===== config.mk =====
export PLATFORM = sky130hd
export DESIGN_NAME = carrier_track
export DESIGN_NICKNAME = d
export VERILOG_FILES = /design/src/rtl/ct_pkg.sv /design/src/rtl/ct_derotate.sv /design/src/rtl/ct_loop_nco.sv /design/src/rtl/ct_quality.sv /design/src/rtl/carrier_track.sv
export SDC_FILE = /design/constraint.sdc
export NUM_CORES = 1
export LEC_CHECK = 0
export BUFFER_PORTS_ARGS = -buffer_cell sky130_fd_sc_hd__buf_2
export CAP_MARGIN = 25
export CORE_AREA = 2 2 199 201
export CTS_CLUSTER_DIAMETER = 80
export DETAILED_ROUTE_END_ITERATION = 7
export DIE_AREA = 0 0 201 203
export PLACE_DENSITY = 0.86
export SLEW_MARGIN = 5
export SYNTH_ARGS = -nofsm -noshare
export SYNTH_HDL_FRONTEND = slang
export SYNTH_HIERARCHICAL = 1
export SYNTH_SLANG_ARGS = --single-unit

===== constraint.sdc =====
create_clock -name clk -period 36.8 [get_ports clk]
set_clock_uncertainty 0.05 [all_clocks]
set_input_delay 3.68 -clock clk [delete_from_list [all_inputs] [get_ports clk]]
set_output_delay 3.68 -clock clk [all_outputs]
set_load 0.05 [all_outputs]

===== src/rtl/ct_pkg.sv =====
package ct_pkg;
  localparam int UNITY      = 64;
  localparam int DIAG       = 45;
  localparam int COEF_SHIFT = 6;

  function automatic int coef_cos(input logic [2:0] sector);
    case (sector)
      3'd0:    return UNITY;
      3'd1:    return DIAG;
      3'd2:    return 0;
      3'd3:    return -DIAG;
      3'd4:    return -UNITY;
      3'd5:    return -DIAG;
      3'd6:    return 0;
      default: return DIAG;
    endcase
  endfunction

  // sine is cosine shifted back by a quarter turn (two sectors)
  function automatic int coef_sin(input logic [2:0] sector);
    logic [2:0] back;
    back = sector - 3'd2;
    return coef_cos(back);
  endfunction

  function automatic int clamp_sym(input int v, input int lim);
    if (v > lim)  return lim;
    if (v < -lim) return -lim;
    return v;
  endfunction

  function automatic int sgn(input int v);
    return (v >= 0) ? 1 : -1;
  endfunction

  function automatic int detect_err(input int ri, input int rq, input logic four_phase,
                                    input int lim);
    int raw;
    if (four_phase) raw = sgn(ri) * rq - sgn(rq) * ri;
    else            raw = sgn(ri) * rq;
    return clamp_sym(raw, lim);
  endfunction
endpackage


===== src/rtl/ct_derotate.sv =====
module ct_derotate #(
  parameter int DW = 8
) (
  input  logic signed [DW-1:0] in_i,
  input  logic signed [DW-1:0] in_q,
  input  logic [2:0]           sector,
  output logic signed [DW-1:0] out_i,
  output logic signed [DW-1:0] out_q
);
  import ct_pkg::*;
  localparam int LIM = (1 << (DW - 1)) - 1;

  always_comb begin
    int c, s, ai, aq;
    c  = coef_cos(sector);
    s  = coef_sin(sector);
    ai = (int'(in_i) * c + int'(in_q) * s) >>> COEF_SHIFT;
    aq = (int'(in_q) * c - int'(in_i) * s) >>> COEF_SHIFT;
    out_i = DW'(clamp_sym(ai, LIM));
    out_q = DW'(clamp_sym(aq, LIM));
  end

  always_comb begin
    assert_rot_in_range_R3: assert (out_i != {1'b1, {(DW-1){1'b0}}} &&
                                    out_q != {1'b1, {(DW-1){1'b0}}})
      else $error("rotated sample hit the excluded code");
  end
endmodule


===== src/rtl/ct_loop_nco.sv =====
module ct_loop_nco #(
  parameter int PW = 12,
  parameter int EW = 8,
  parameter int SW = 4
) (
  input  logic                 clk,
  input  logic                 rst_n,
  input  logic                 step,
  input  logic                 load,
  input  logic [PW-1:0]        freq_word,
  input  logic [SW-1:0]        kp_shift,
  input  logic [SW-1:0]        ki_shift,
  input  logic signed [EW-1:0] err,
  output logic [2:0]           sector
);
  logic [PW-1:0]        freq_q, phase_q, integ_q;
  logic signed [PW-1:0] err_ext, prop_term, integ_inc;

  assign err_ext   = {{(PW-EW){err[EW-1]}}, err};
  assign prop_term = err_ext >>> kp_shift;
  assign integ_inc = err_ext >>> ki_shift;
  assign sector    = phase_q[PW-1 -: 3];

  always_ff @(posedge clk) begin
    if (!rst_n) begin
      freq_q  <= '0;
      phase_q <= '0;
      integ_q <= '0;
    end else if (load) begin
      freq_q  <= freq_word;
      phase_q <= '0;
      integ_q <= '0;
    end else if (step) begin
      phase_q <= phase_q + freq_q + prop_term + integ_q;
      integ_q <= integ_q + integ_inc;
    end
  end

  assert_preload_clears_R8: assert property (@(posedge clk) disable iff (!rst_n)
    load |=> (phase_q == '0 && integ_q == '0))
    else $error("preload did not clear loop state");

  assert_idle_hold_R2: assert property (@(posedge clk) disable iff (!rst_n)
    (!step && !load) |=> ($stable(phase_q) && $stable(integ_q) && $stable(freq_q)))
    else $error("loop state moved without an update");
endmodule


===== src/rtl/ct_quality.sv =====
module ct_quality #(
  parameter int EW   = 8,
  parameter int LEAK = 4
) (
  input  logic                 clk,
  input  logic                 rst_n,
  input  logic                 upd,
  input  logic signed [EW-1:0] err,
  input  logic [EW-2:0]        thresh,
  output logic [EW-2:0]        quality,
  output logic                 locked
);
  localparam int AW = EW - 1 + LEAK;
  localparam logic [AW-1:0] AVG_MAX = AW'(((1 << (EW - 1)) - 1) << LEAK);

  logic [AW-1:0] avg_q, avg_next;
  logic [EW-1:0] neg_err;
  logic [EW-2:0] mag;

  assign neg_err  = -err;
  assign mag      = err[EW-1] ? neg_err[EW-2:0] : err[EW-2:0];
  assign avg_next = avg_q - (avg_q >> LEAK) + AW'(mag);
  assign quality  = avg_q[AW-1:LEAK];
  assign locked   = quality < thresh;

  always_ff @(posedge clk) begin
    if (!rst_n)   avg_q <= AVG_MAX;
    else if (upd) avg_q <= avg_next;
  end

  assert_avg_bounded_R9: assert property (@(posedge clk) disable iff (!rst_n)
    avg_q <= AVG_MAX)
    else $error("quality average beyond its bound");

  assert_avg_idle_R11: assert property (@(posedge clk) disable iff (!rst_n)
    !upd |=> $stable(avg_q))
    else $error("quality average moved with no symbol");
endmodule


===== src/rtl/carrier_track.sv =====
module carrier_track #(
  parameter int DW   = 8,
  parameter int EW   = 8,
  parameter int PW   = 12,
  parameter int SW   = 4,
  parameter int LEAK = 4
) (
  input  logic                 clk,
  input  logic                 rst_n,
  input  logic                 sym_valid,
  input  logic signed [DW-1:0] sym_i,
  input  logic signed [DW-1:0] sym_q,
  input  logic                 track_en,
  input  logic                 qpsk_mode,
  input  logic [SW-1:0]        kp_shift,
  input  logic [SW-1:0]        ki_shift,
  input  logic                 freq_load,
  input  logic [PW-1:0]        freq_word,
  input  logic [EW-2:0]        lock_thresh,
  output logic                 dec_valid,
  output logic                 dec_i,
  output logic                 dec_q,
  output logic signed [EW-1:0] phase_err,
  output logic [EW-2:0]        quality,
  output logic                 locked
);
  import ct_pkg::*;
  localparam int ELIM = (1 << (EW - 1)) - 1;

  logic [2:0]           nco_sector, use_sector;
  logic signed [DW-1:0] rot_i, rot_q;
  logic signed [EW-1:0] err_now;
  logic                 loop_step;

  assign use_sector = track_en ? nco_sector : 3'd0;
  assign loop_step  = sym_valid && track_en;
  assign err_now    = EW'(detect_err(int'(rot_i), int'(rot_q), qpsk_mode, ELIM));

  ct_derotate #(.DW(DW)) u_rot (
    .in_i(sym_i), .in_q(sym_q), .sector(use_sector), .out_i(rot_i), .out_q(rot_q)
  );

  ct_loop_nco #(.PW(PW), .EW(EW), .SW(SW)) u_loop (
    .clk(clk), .rst_n(rst_n), .step(loop_step), .load(freq_load),
    .freq_word(freq_word), .kp_shift(kp_shift), .ki_shift(ki_shift),
    .err(err_now), .sector(nco_sector)
  );

  ct_quality #(.EW(EW), .LEAK(LEAK)) u_qual (
    .clk(clk), .rst_n(rst_n), .upd(sym_valid), .err(err_now),
    .thresh(lock_thresh), .quality(quality), .locked(locked)
  );

  always_ff @(posedge clk) begin
    if (!rst_n) begin
      dec_valid <= 1'b0;
      dec_i     <= 1'b0;
      dec_q     <= 1'b0;
      phase_err <= '0;
    end else begin
      dec_valid <= sym_valid;
      if (sym_valid) begin
        dec_i     <= ~rot_i[DW-1];
        dec_q     <= ~rot_q[DW-1];
        phase_err <= err_now;
      end
    end
  end

  assert_dec_follows_R4: assert property (@(posedge clk) disable iff (!rst_n)
    sym_valid |=> dec_valid)
    else $error("symbol without decision strobe");

  assert_no_stray_R11: assert property (@(posedge clk) disable iff (!rst_n)
    !sym_valid |=> (!dec_valid && $stable(phase_err) && $stable(dec_i) && $stable(dec_q)))
    else $error("outputs moved with no symbol");

  assert_err_symmetric_R5: assert property (@(posedge clk) disable iff (!rst_n)
    phase_err != {1'b1, {(EW-1){1'b0}}})
    else $error("phase error reached the excluded code");

  assert_frozen_off_R2: assert property (@(posedge clk) disable iff (!rst_n)
    (!track_en && !freq_load) |=> $stable(nco_sector))
    else $error("sector moved while tracking is off");
endmodule


## After elaboration in Yosys (flattened, before gate mapping)

Cells that the tools add are included.

| operators by class | value |
|---|---|
| add/subtract/negate cells | 11 |
| $mul | 6 |
| $lt $le $gt $ge | 9 |
| equality and inequality tests | 10 |
| shift-type cells | 2 |
| multiplexer cells | 28 |
| bitwise gates (word level) | 3 |
| reductions and logical operators | 8 |

Operators by type and width:

| kind | count |
|---|---|
| 32-bit one-hot mux with 4 select lines | 2 |
| 8-bit by 32-bit multiplier with 32-bit output | 4 |
| 32-bit two-way mux | 3 |
| 8-bit two-way mux | 9 |
| 32-bit by 8-bit multiplier with 32-bit output | 2 |
| 32-bit subtractor | 2 |
| 26-bit by 8-bit greater-than comparator with 1-bit output, second input constant | 2 |
| 26-bit by 8-bit less-than comparator with 1-bit output, second input constant | 2 |
| 12-bit adder | 4 |
| 32-bit adder | 1 |
| 32-bit by 8-bit greater-than comparator with 1-bit output, second input constant | 1 |
| 32-bit by 8-bit less-than comparator with 1-bit output, second input constant | 1 |
| 7-bit two-way mux | 4 |
| 8-bit by 4-bit >>> shifter with 12-bit output | 2 |
| 3-bit == test, second input constant | 6 |
| 8-bit by 1-bit >= comparator with 1-bit output, second input constant | 2 |
| 3-bit by 2-bit == test with 1-bit output, second input constant | 4 |
| 11-bit by 7-bit adder with 11-bit output | 1 |
| 11-bit by 7-bit subtractor with 11-bit output | 1 |
| 2-bit OR reduction | 5 |
| 1-bit two-way mux | 9 |
| 7-bit less-than comparator | 1 |
| 7-bit negation | 1 |
| 3-bit logical NOT | 2 |
| other kinds (4) | 6 |

| storage, ports and cells | value |
|---|---|
| flip-flop bits (word level) | 58 |
| input bits | 49 |
| output and inout bits | 19 |
| logic and storage cells | 85 |

## Longest topological paths before layout

Gate-level depths: netlist of run 1.

| logic depth | value |
|---|---|
| word-level depth | 25 |
| gate-level depth with buffers | 80 |
| depth with buffers taken out | 75 |

## By module

Netlist of run 1, hierarchy kept.

Modules (own cells, without submodules):

| module | instances | cells each | area each (sq um) | seq. area each (sq um) |
|---|---|---|---|---|
| ct_derotate | 1 | 1384 | 12219.2 | 0.0 |
| carrier_track | 1 | 781 | 6094.6 | 220.2 |
| ct_loop_nco | 1 | 381 | 3318.2 | 720.7 |
| ct_quality | 1 | 170 | 1392.6 | 220.2 |

## Worst setup path after synthesis of run 1

Ideal clock, no wire load.

| timing | value |
|---|---|
| kind | input to register |
| from | input port track_en |
| to | register u_loop.phase_q[9] |
| setup time | 0.086 ns |
| arrival time | 20.239 ns |
| data required time | 36.664 ns |
| slack | 16.425 ns |
| stages | 71 |
| buffers on the path | 4 |
| cell sequence | and2_1 -> clkbuf_1 -> nor2b_1 -> a21o_1 -> clkbuf_1 -> nand2_1 -> fa_1 -> fa_1 -> fa_1 -> inv_1 -> fa_1 -> fa_1 -> inv_1 -> fa_1 -> inv_1 -> ha_1 -> clkbuf_1 -> a21o_1 -> (+35 left out) -> nor4_4 -> a21oi_1 -> nor2_1 -> mux2_2 -> a211oi_1 -> a31oi_1 -> o22ai_1 -> fa_1 -> inv_1 -> ha_1 -> inv_1 -> fa_1 -> nor2b_2 -> o31a_2 -> o21ai_0 -> a21oi_1 -> xnor2_1 -> a211oi_1 |

| on the way | value |
|---|---|
| word-level cells in the longest chain between the ends | 25 |
| elaborated cells on any way between the ends | 65 |
| classes of those cells | 6 x add/sub; 6 x mul; 8 x order compare; 10 x eq/ne; 1 x shift; 27 x mux; 7 x reduce/logical |

Ends and longest elaborated chain:

| element | line | source |
|---|---|---|
| start, declared | carrier_track.sv:13 | `input logic track_en,` |
| 3-bit two-way mux (*) | carrier_track.sv:35 | `assign use_sector = track_en ? nco_sector : 3'd0;` |
| 3-bit by 2-bit subtractor with 3-bit output | ct_pkg.sv:22 | `back = sector - 3'd2;` |
| 3-bit by 2-bit == test with 1-bit output / 3-bit == test (equally long branches) | ct_pkg.sv:7 | `case (sector)` |
| 2-bit OR reduction (no source line) | -- |  |
| 32-bit one-hot mux with 4 select lines | ct_pkg.sv:7 |  |
| 8-bit by 32-bit multiplier with 32-bit output | ct_derotate.sv:18 | `aq = (int'(in_q) * c - int'(in_i) * s) >>> COEF_SHIFT;` |
| 32-bit subtractor (*) | ct_derotate.sv:18 |  |
| 26-bit by 8-bit greater-than comparator with 1-bit output / 26-bit by 8-bit less-than comparator with 1-bit output (equally long branches) | ct_pkg.sv:27, ct_pkg.sv:28 |  |
| (+4 left out) | -- |  |
| via rot_q[3] | carrier_track.sv:31 | `logic signed [DW-1:0] rot_i, rot_q;` |
| (+5 left out) | -- |  |
| 32-bit by 8-bit greater-than comparator with 1-bit output / 32-bit by 8-bit less-than comparator with 1-bit output (equally long branches) | ct_pkg.sv:27, ct_pkg.sv:28 |  |
| 7-bit two-way mux / 1-bit two-way mux (equally long branches) | ct_pkg.sv:27, ct_pkg.sv:28 |  |
| 8-bit two-way mux / 1-bit two-way mux (equally long branches) | ct_pkg.sv:28 | `if (v < -lim) return -lim;` |
| 8-bit two-way mux | ct_pkg.sv:29 | `return v;` |
| 8-bit two-way mux (*) | ct_pkg.sv:28 |  |
| via err_now[3] | carrier_track.sv:32 | `logic signed [EW-1:0] err_now;` |
| 8-bit by 4-bit >>> shifter with 12-bit output (*) | ct_loop_nco.sv:20 | `assign prop_term = err_ext >>> kp_shift;` |
| 12-bit adder (*) (2 in a row) | ct_loop_nco.sv:34 | `phase_q <= phase_q + freq_q + prop_term + integ_q;` |
| end signal, assigned | ct_loop_nco.sv:34 |  |
| end, declared | ct_loop_nco.sv:16 | `logic [PW-1:0] freq_q, phase_q, integ_q;` |

The timed path passes the listed nets; every way through them passes the cells marked *. The select of a mux whose other input is x is not followed.
A chain may end at the register's enable or synchronous reset.

## Worst setup path after layout of run 1

| timing | value |
|---|---|
| from | input port track_en |
| to | register u_loop.phase_q[9] |

| on the way | value |
|---|---|
| word-level cells in the longest chain between the ends | 25 |
| elaborated cells on any way between the ends | 65 |
| classes of those cells | 6 x add/sub; 6 x mul; 8 x order compare; 10 x eq/ne; 1 x shift; 27 x mux; 7 x reduce/logical |

Ends and longest elaborated chain:

| element | line | source |
|---|---|---|
| 3-bit two-way mux (*) | carrier_track.sv:35 |  |
| via use_sector[2] | carrier_track.sv:30 | `logic [2:0] nco_sector, use_sector;` |
| 3-bit by 2-bit subtractor with 3-bit output | ct_pkg.sv:22 |  |
| 3-bit by 2-bit == test with 1-bit output / 3-bit == test (equally long branches) | ct_pkg.sv:7 |  |
| 2-bit OR reduction (no source line) | -- |  |
| 32-bit one-hot mux with 4 select lines | ct_pkg.sv:7 |  |
| 8-bit by 32-bit multiplier with 32-bit output | ct_derotate.sv:18 |  |
| 32-bit subtractor (*) | ct_derotate.sv:18 |  |
| (+5 left out) | -- |  |
| via rot_q[0] | carrier_track.sv:31 |  |
| (+5 left out) | -- |  |
| 32-bit by 8-bit greater-than comparator with 1-bit output / 32-bit by 8-bit less-than comparator with 1-bit output (equally long branches) | ct_pkg.sv:27, ct_pkg.sv:28 |  |
| 7-bit two-way mux / 1-bit two-way mux (equally long branches) | ct_pkg.sv:27, ct_pkg.sv:28 |  |
| 8-bit two-way mux / 1-bit two-way mux (equally long branches) | ct_pkg.sv:28 |  |
| 8-bit two-way mux | ct_pkg.sv:29 |  |
| 8-bit two-way mux (*) | ct_pkg.sv:28 |  |
| via err_now[3] | carrier_track.sv:32 |  |
| 8-bit by 4-bit >>> shifter with 12-bit output (*) | ct_loop_nco.sv:20 |  |
| 12-bit adder (*) (2 in a row) | ct_loop_nco.sv:34 |  |

Marks and branches as above.

==> results of run 1 <==
-- final cells by class --
| cell class | count | share of cell area |
|---|---|---|
| Clock buffer | 11 | 0.0101 |
| Multi-Input combinational cell | 1916 | 0.792 |
| Inverter | 652 | 0.102 |
| Timing Repair Buffer | 79 | 0.0176 |
| Tap cell | 518 | 0.0270 |
| Clock inverter | 5 | 0.00323 |
| Antenna cell | 1 | 0.000104 |
| Sequential cell | 58 | 0.0484 |
-- cells in the final DEF, fill, tap and decap left out, drive strengths merged, types with 8 or more instances in the layout --
cell	Yosys	routed
a21o	37	37
xor2	34	34
nor2b	34	34
xnor2	55	55
nor4	22	22
a31oi	15	15
and4	10	10
nand2	195	195
mux2i	40	40
o21a	17	17
a211o	9	9
nor4b	8	8
nand4	26	26
inv	651	651
o21bai	10	10
o22a	8	8
o21ai	107	107
nor3	38	38
nand3	31	31
buf	36	78
o31ai	14	14
o22ai	14	14
nand2b	31	31
or2	9	9
o211ai	28	28
nor2	125	125
and2	66	66
nor3b	10	10
a211oi	29	29
ha	225	225
and3	20	20
a21oi	140	140
fa	400	400
clkbuf	54	12
dfxtp	58	58
or3	16	16
a2111oi	8	8
-- routing by layer --
layer / routed length (µm) / vias to the layer above / global-route usage
li1: - / 8755 / -
met1: 22600 / 9272 / 0.377
met2: 28200 / 886 / 0.503
met3: 4420 / 217 / 0.0417
met4: 3010 / 2 / 0.139
met5: 7 / - / 0
-- critical path, delay by kind of cell --
family	cells	cell delay (ns)
compound gates	21	4.79
buf+inv	14	1.26
xor+xnor	3	1.15
fa+ha+maj	18	8.26
mux	1	0.29
simple gates	13	3.35
-- state kept, by name, summed over array words and instances, names as in the netlist --
signal,flops
phase_err,8
u_loop/phase_q,12
u_loop/integ_q,12
dec_q,1
u_loop/freq_q,12
dec_i,1
dec_valid,1
u_qual/avg_q,11
-- kinds of logic (layout without fill, tap and decap cells) --
| kind of cell | Yosys count | in the layout |
|---|---|---|
| other cells | 1 | 2 |
| mux | 51 | 51 |
| flops | 58 | 58 |
| simple gates | 653 | 653 |
| buf+inv | 742 | 747 |
| compound gates | 497 | 497 |
| xor+xnor | 89 | 89 |
| fa+ha+maj | 625 | 625 |
-- metrics by stage --
step | instance area, µm² | hold slack, ns | util | cells | setup slack, ns
after detailed placement | 23700 | 0.399 | 0.615 | 3221 | 14.04
final | 24000 | 0.406 | 0.624 | 3240 | 14.09
after floorplan | 23000 | 0.375 | - | 2716 | 16.43
after CTS | 24000 | 0.411 | 0.624 | 3237 | 14.36
after global routing | 24000 | 0.441 | 0.624 | 3239 | 12.92
after global placement | 23700 | 0.395 | 0.615 | 3221 | 14.76
-- final timing paths --
check                                  start                        endpoint  slack (ns)  cells after the start
max                                 track_en  u_loop/phase_q[9]$_SDFFE_PP0P_       14.09                     70
min           u_loop/phase_q[8]$_SDFFE_PP0P_  u_loop/phase_q[8]$_SDFFE_PP0P_        0.41                      2
max reg2reg  u_loop/phase_q[11]$_SDFFE_PP0P_  u_loop/phase_q[9]$_SDFFE_PP0P_       17.05                     69
min reg2reg   u_loop/phase_q[8]$_SDFFE_PP0P_  u_loop/phase_q[8]$_SDFFE_PP0P_        0.41                      2
==> flow_summary.toml, run 1 <==
[detailed_routing]
wl_per_cell_um = 18.0
ant_nets = 0
drc = 2
wirelength_um = 58300
viasPerCell = 5.90
drt_iter0_drc = 1568
firstDrtPassIters = 8
via_count = 19100

[yosys]
yosysTopAreaCell = "fa_1"
synth_fa_ha_area_frac = 0.470
synth_simple_gate_area_frac = 0.147
post_synth_instance_area_um2 = 23000
yosysTopAreaCellShare = 0.348
synth-async-reset-ratio = 0
synthCells = 2716
ys_types = 110
syn_avg_cell_area_um2 = 8.48
synth_area_leaders = "fa_1, ha_1, inv_1, dfxtp_1, nand2_1"
ys_warn_count = 6
seq_area_frac_synth = 0.0504
yosys.cell_count.top_type = "inv_1"
synth_nets = 3390
synth_top_family_by_area = "adder cells"
synth_compound_area_frac = 0.148
ys_seq_elements = 58
synth_common_cells = "inv_1, fa_1, ha_1"
synthFlopType = "dfxtp_1"
synth_xor_xnor_area_share = 0.0345
synthMuxAreaShare = 0.0257
synth_edf_count = 0

[sta]
finalCritPeriodShare = 0.617
tightest_slew_ns = 1.04
finalHoldViolCount = 0
drv_slew = 0
fin_tns_setup_ns = 0
max_freq_mhz = 44.0
slew_headroom = 0.308
grt_setup_unrepaired = "no"
period_minus_slack_ns = 22.71
setup_viol = 0

[setup_path]
cp_slowest_cell = "xor2_1"
cpMostUsedCell = "fa_1"
cp_max_fo = 29
cp-start-kind = "input pin"
cp.required_ns = 36.92
critPathMaxStageDelay_ns = 0.77
path_class = "in2reg"
critPathCaptureType = "flop"
cp.arrival_ns = 22.82

[grt]
grt_pass1_vias = 20100
grt_first_pass_wirelength_um = 98400
track_usage = 0.297
gr-total-overflow = 0
antenna_found_initial = 2
grt_max_degree = 46

[flow_run]
drv_cap = 0

[clocking]
cts_num_sinks = 58
postCtsSetupRepairBufs = 0
ctsResizeCount = 0
cts_tree = "done"
clockRootBuffer = "clkbuf_16"
clock_latency_ns = 0.33
cts_hold_buf = 0
clkTransAtPathRegs_ns = 0.05
cts_buffer_depth = 2
htreeDepth = 3
cts_buffers = 9

[outcome]
status = "finished, violations left"
failed_checks = "design-rule violations"

[floorplanning]
die-area_um2 = 40800
ios = 68
core_area_um2 = 38500
start_util = 0.599
rows = 72
die_x_um = 201
dieHeight_um = 203

[finish]
area_delta_synth_final_pct = 4.26
multiInputGateArea_um2 = 19000
num-nets-final = 3390
drive_above_1_share = 0.0610
regArea_um2 = 1160
nFillCells = 3142

[hold_path]
hold_class = "reg2reg"

[place]
hpwl_um = 49500
gp_congestion = 1.02
port_buffers = 67
Power of run 1 is left out: the tool's default activity adds up to more than one toggle a clock period on the data nets, which glitch-free logic cannot reach.
==> run 2: changes to the inputs <==
- PLACE_DENSITY: 0.86 -> 0.89
- clock period: 36.8 -> 20.7 ns (I/O delays scaled with it)
==> run 2 against run 1 <==
  * The run now ends clean
  * Register-to-register slack worse by 15 ns
  * First-iteration DRC count is 1.5% lower
  * Flip-flop and latch count stayed put
  * Worst setup slack worse by 13 ns
==> flow_summary.toml, run 2 (synthesis gave the netlist of run 1 again) <==
[place]
gp_congestion = 0.988
placed_area_um2 = 23800
port_buffers = 67
hpwl_um = 49800

[finish]
nFillCells = 3129
layout_common_cells = "inv_1, fa_1, ha_1, nand2_1, a21oi_1"
fin_area_um2 = 24300
area_delta_synth_final_pct = 5.68
num-nets-final = 3408
reg_top3 = "u_loop/freq_q: 12 flops, u_loop/integ_q: 12 flops, u_loop/phase_q: 12 flops"
drive_above_1_share = 0.0781
mostFrequentLayoutCell = "inv_1"

[setup_path]
startpoint = "track_en"
r2r_end = "u_loop/phase_q[9]$_SDFFE_PP0P_"
critPathCaptureType = "flop"
worstRegToRegCells = 71
ff2ff_setup_slack_ns = 2.43
cp_max_fo = 26
cp-start-kind = "input pin"
cp_slowest_cell = "fa_1"
r2r_start = "u_loop/phase_q[9]$_SDFFE_PP0P_"
cpMostUsedCell = "fa_1"
cp.required_ns = 20.89
path_class = "in2reg"
crit_path_end = "u_loop/phase_q[9]$_SDFFE_PP0P_"
critPathMaxStageDelay_ns = 0.56
cp.arrival_ns = 19.82

[detailed_routing]
firstDrtPassIters = 6
wirelength_um = 59200
wl_per_cell_um = 18.2
drc = 0
via_count = 19100
drt_iter0_drc = 1545
viasPerCell = 5.87
ant_nets = 0

[grt]
track_usage = 0.300
grt_pass1_vias = 20400
antenna_found_initial = 3
grt_first_pass_wirelength_um = 100000
grt_max_degree = 46
gr-total-overflow = 0

[floorplanning]
rows = 72
core_area_um2 = 38500
dieHeight_um = 203
die-area_um2 = 40800
die_x_um = 201
start_util = 0.599
ios = 68

[clocking]
clockRootBuffer = "clkbuf_16"
clkTransAtPathRegs_ns = 0.06
cts_tree = "done"
htreeDepth = 3
cts_buffer_depth = 2
clock_latency_ns = 0.33
cts_buffers = 9
cts_num_sinks = 58

[sta]
finalCritPeriodShare = 0.948
finalHoldViolCount = 0
tightest_slew_ns = 0.893
period_minus_slack_ns = 19.63
setup_viol = 0
slew_headroom = 0.405
max_freq_mhz = 50.9
drv_slew = 0

[hold_path]
hp-start = "u_loop/phase_q[8]$_SDFFE_PP0P_"
hold_class = "reg2reg"

[flow_run]
drv_cap = 0

[outcome]
status = "completed"
==> run 2: how the worst min path moves through the flow <==
stage / endpoint / slack, ns / depth (start not counted)
after floorplan: u_loop/phase_q[8]$_SDFFE_PP0P_ / 0.38 / 2
after global placement: u_loop/phase_q[8]$_SDFFE_PP0P_ / 0.39 / 2
after detailed placement: dec_q$_SDFFE_PN0P_ / 0.41 / 1
after CTS: u_loop/phase_q[8]$_SDFFE_PP0P_ / 0.43 / 2
after global routing: dec_q$_SDFFE_PN0P_ / 0.45 / 1
final: u_loop/phase_q[8]$_SDFFE_PP0P_ / 0.43 / 2
==> run 2: cell type report <==
cell class              count  area (µm²)  share of cell area
flip-flops and latches     58        1160              0.0477
repair buffers             97         581              0.0239
multi-input cells        1916       19200               0.788
inverters                 652        2450               0.101
clock inverters             5        77.6             0.00319
well taps                 518         648              0.0266
clock buffers              11         243             0.00998
diodes                      2        5.00            0.000206
==> run 2: metal layers <==
layer / track usage / vias up / part of all wire
li1: - / 8814 / -
met1: 0.379 / 9366 / 0.40
met2: 0.529 / 783 / 0.50
met3: 0.0457 / 162 / 0.066
met4: 0.0976 / 2 / 0.032
met5: 0 / - / 0.00022
==> run 2: what timing repair did <==
| item | CTS | global route |
|---|---|---|
| endpoints found under the setup margin | 0 | 28 |
| setup buffers | 0 | 5 |
| resized for setup | 0 | 38 |
| hold buffers | 0 | 0 |
==> run 2: per-stage QoR <==
stage,worst slack [ns],util,hold slack [ns],cells,TNS [ns]
CTS,0.413,0.627,0.429,3252,0
finish,1.07,0.633,0.429,3259,0
global placement,0.681,0.618,0.388,3235,0
detailed placement,0.122,0.619,0.412,3236,0
global route,-0.00203,0.633,0.445,3259,-0.00203
floorplan,1.94,-,0.375,2716,0
==> run 2: critical path, delay by kind of cell <==
kind | cells | cell delay, ns
multiplexers | 1 | 0.30
adder cells (fa/ha/maj) | 18 | 8.08
AND/OR/NAND/NOR | 15 | 2.82
AO/OA/AOI/OAI | 21 | 4.87
buffers and inverters | 15 | 1.52
XOR/XNOR | 1 | 0.09
Power of run 2 is left out for the same reason.
==> run 3: changes to the inputs <==
- ABC_AREA: default -> 1
- CORE_AREA: 2 2 199 201 -> 2 2 201 203
- DIE_AREA: 0 0 201 203 -> 0 0 203 205
==> run 3 against run 2 <==
  * Non-clock buffer count fell by 26
  * Area after synthesis rose by 1.8%
  * Critical path depth rose by 11
  * Hold slack improved by 0.0015 ns
  * Synthesized cell count rose by 23%
  * Critical path type unchanged
  * Critical endpoint is now u_loop/phase_q[7]$_SDFFE_PP0P_
==> flow_summary.toml, run 3 <==
[sta]
setup_ws_ns = 1.40
max_freq_mhz = 51.8
drv_slew = 0
tightest_slew_ns = 0.907
finalHoldViolCount = 0
hold_slack_ns = 0.430
fin_tns_setup_ns = 0
setup_viol = 0
period_minus_slack_ns = 19.30
slew_headroom = 0.395
grt_setup_unrepaired = "no"
finalCritPeriodShare = 0.932

[clocking]
cts_buffer_depth = 2
clockRootBuffer = "clkbuf_16"
ctsResizeCount = 0
clkTransAtPathRegs_ns = 0.05
cts_buffers = 9
cts_hold_buf = 0
htreeDepth = 3
postCtsSetupRepairBufs = 0
cts_tree = "done"
clock_latency_ns = 0.34
cts_num_sinks = 58

[floorplanning]
core_area_um2 = 39400
ios = 68
die-area_um2 = 41600
die_x_um = 203
rows = 73
dieHeight_um = 205
start_util = 0.596

[yosys]
yosys.cell_count.top_type = "inv_1"
yosysTopAreaCell = "fa_1"
synth_edf_count = 0
seq_area_frac_synth = 0.0495
ys_warn_count = 6
synthFlopType = "dfxtp_1"
synth_common_cells = "inv_1, nand2_1, fa_1"
synth-async-reset-ratio = 0
ys_seq_elements = 58
synthCells = 3351
syn_avg_cell_area_um2 = 7.00
synth_area_leaders = "fa_1, inv_1, ha_1, nand2_1, dfxtp_1"
post_synth_instance_area_um2 = 23400
ys_types = 54
yosysTopAreaCellShare = 0.342
synth_nets = 4025

[setup_path]
cpMostUsedCell = "nand2_1"
path_class = "in2reg"
critPathMaxStageDelay_ns = 0.77
cp.arrival_ns = 19.49
cp.required_ns = 20.88
cp-start-kind = "input pin"
cp_max_fo = 16
cp_slowest_cell = "fa_1"
critPathCaptureType = "flop"

[detailed_routing]
wirelength_um = 59800
viasPerCell = 5.32
ant_nets = 0
drc = 0
wl_per_cell_um = 15.3
drt_iter0_drc = 1682
via_count = 20800
firstDrtPassIters = 6

[grt]
grt_max_degree = 40
gr-total-overflow = 0
antenna_found_initial = 1
track_usage = 0.300
grt_first_pass_wirelength_um = 100000
grt_pass1_vias = 20800

[place]
preCtsSetupSlack_ns = 1.12
placed_area_um2 = 24200
port_buffers = 67
gp_congestion = 1.02
hpwl_um = 52100

[finish]
fin_area_um2 = 24500
layout_common_cells = "inv_1, nand2_1, fa_1, nor2_1, ha_1"
mostFrequentLayoutCell = "inv_1"
drive_above_1_share = 0.0507
num-nets-final = 4060
reg_top3 = "u_loop/freq_q: 12 flops, u_loop/integ_q: 12 flops, u_loop/phase_q: 12 flops"
area_delta_synth_final_pct = 4.44

[hold_path]
hold_class = "reg2reg"

[outcome]
status = "completed"

[flow_run]
drv_cap = 0
run 3: final timing paths:
path / depth (start not counted) / slack, ns / end / from
setup reg to reg: 81 / 2.84 / u_loop/phase_q[7]$_SDFFE_PP0P_ / u_loop/phase_q[11]$_SDFFE_PP0P_
setup / recovery: 82 / 1.40 / u_loop/phase_q[7]$_SDFFE_PP0P_ / track_en
hold reg to reg: 2 / 0.43 / phase_err[7]$_SDFFE_PN0P_ / phase_err[7]$_SDFFE_PN0P_
hold / removal: 2 / 0.43 / phase_err[7]$_SDFFE_PN0P_ / phase_err[7]$_SDFFE_PN0P_
run 3: cell families after synthesis:
family	count (synthesis)	share of synthesized area
AO/OA/AOI/OAI	264	0.0627
XOR/XNOR	36	0.0138
adder cells (fa/ha/maj)	625	0.462
buffers and inverters	1006	0.165
flip-flops	58	0.0495
multiplexers	2	0.000854
other	1	0.000160
AND/OR/NAND/NOR	1359	0.247
run 3: routing by layer:
layer	vias up	global-route usage	part of all wire
li1	9998	-	-
met1	9863	0.387	0.40
met2	849	0.525	0.49
met3	135	0.0414	0.075
met4	2	0.0873	0.033
met5	-	0	0.00018
run 3: cell type report:
cell class / count / area [µm²]
inverters: 959 / 3610
flip-flops and latches: 58 / 1160
well taps: 525 / 657
clock inverters: 5 / 30.0
clock buffers: 11 / 243
fillers: 3501 / 14900
repair buffers: 71 / 365
multi-input cells: 2287 / 18400
diodes: 1 / 2.50
run 3: critical path: cells and delay by family:
family | cells | cell delay (ns)
xor gates and xnor gates | 1 | 0.15
adders and majority gates | 18 | 8.67
AOI/OAI and AO/OA | 12 | 2.08
buffers and inverters | 19 | 2.32
and+or+nand+nor | 32 | 4.19
run 3: stage by stage:
stage               utilization  std cells
detailed placement        0.615       3900
global placement          0.615       3900
global route              0.622       3916
CTS                       0.622       3916
floorplan                     -       3351
finish                    0.622       3917
Power of run 3 is left out for the same reason.
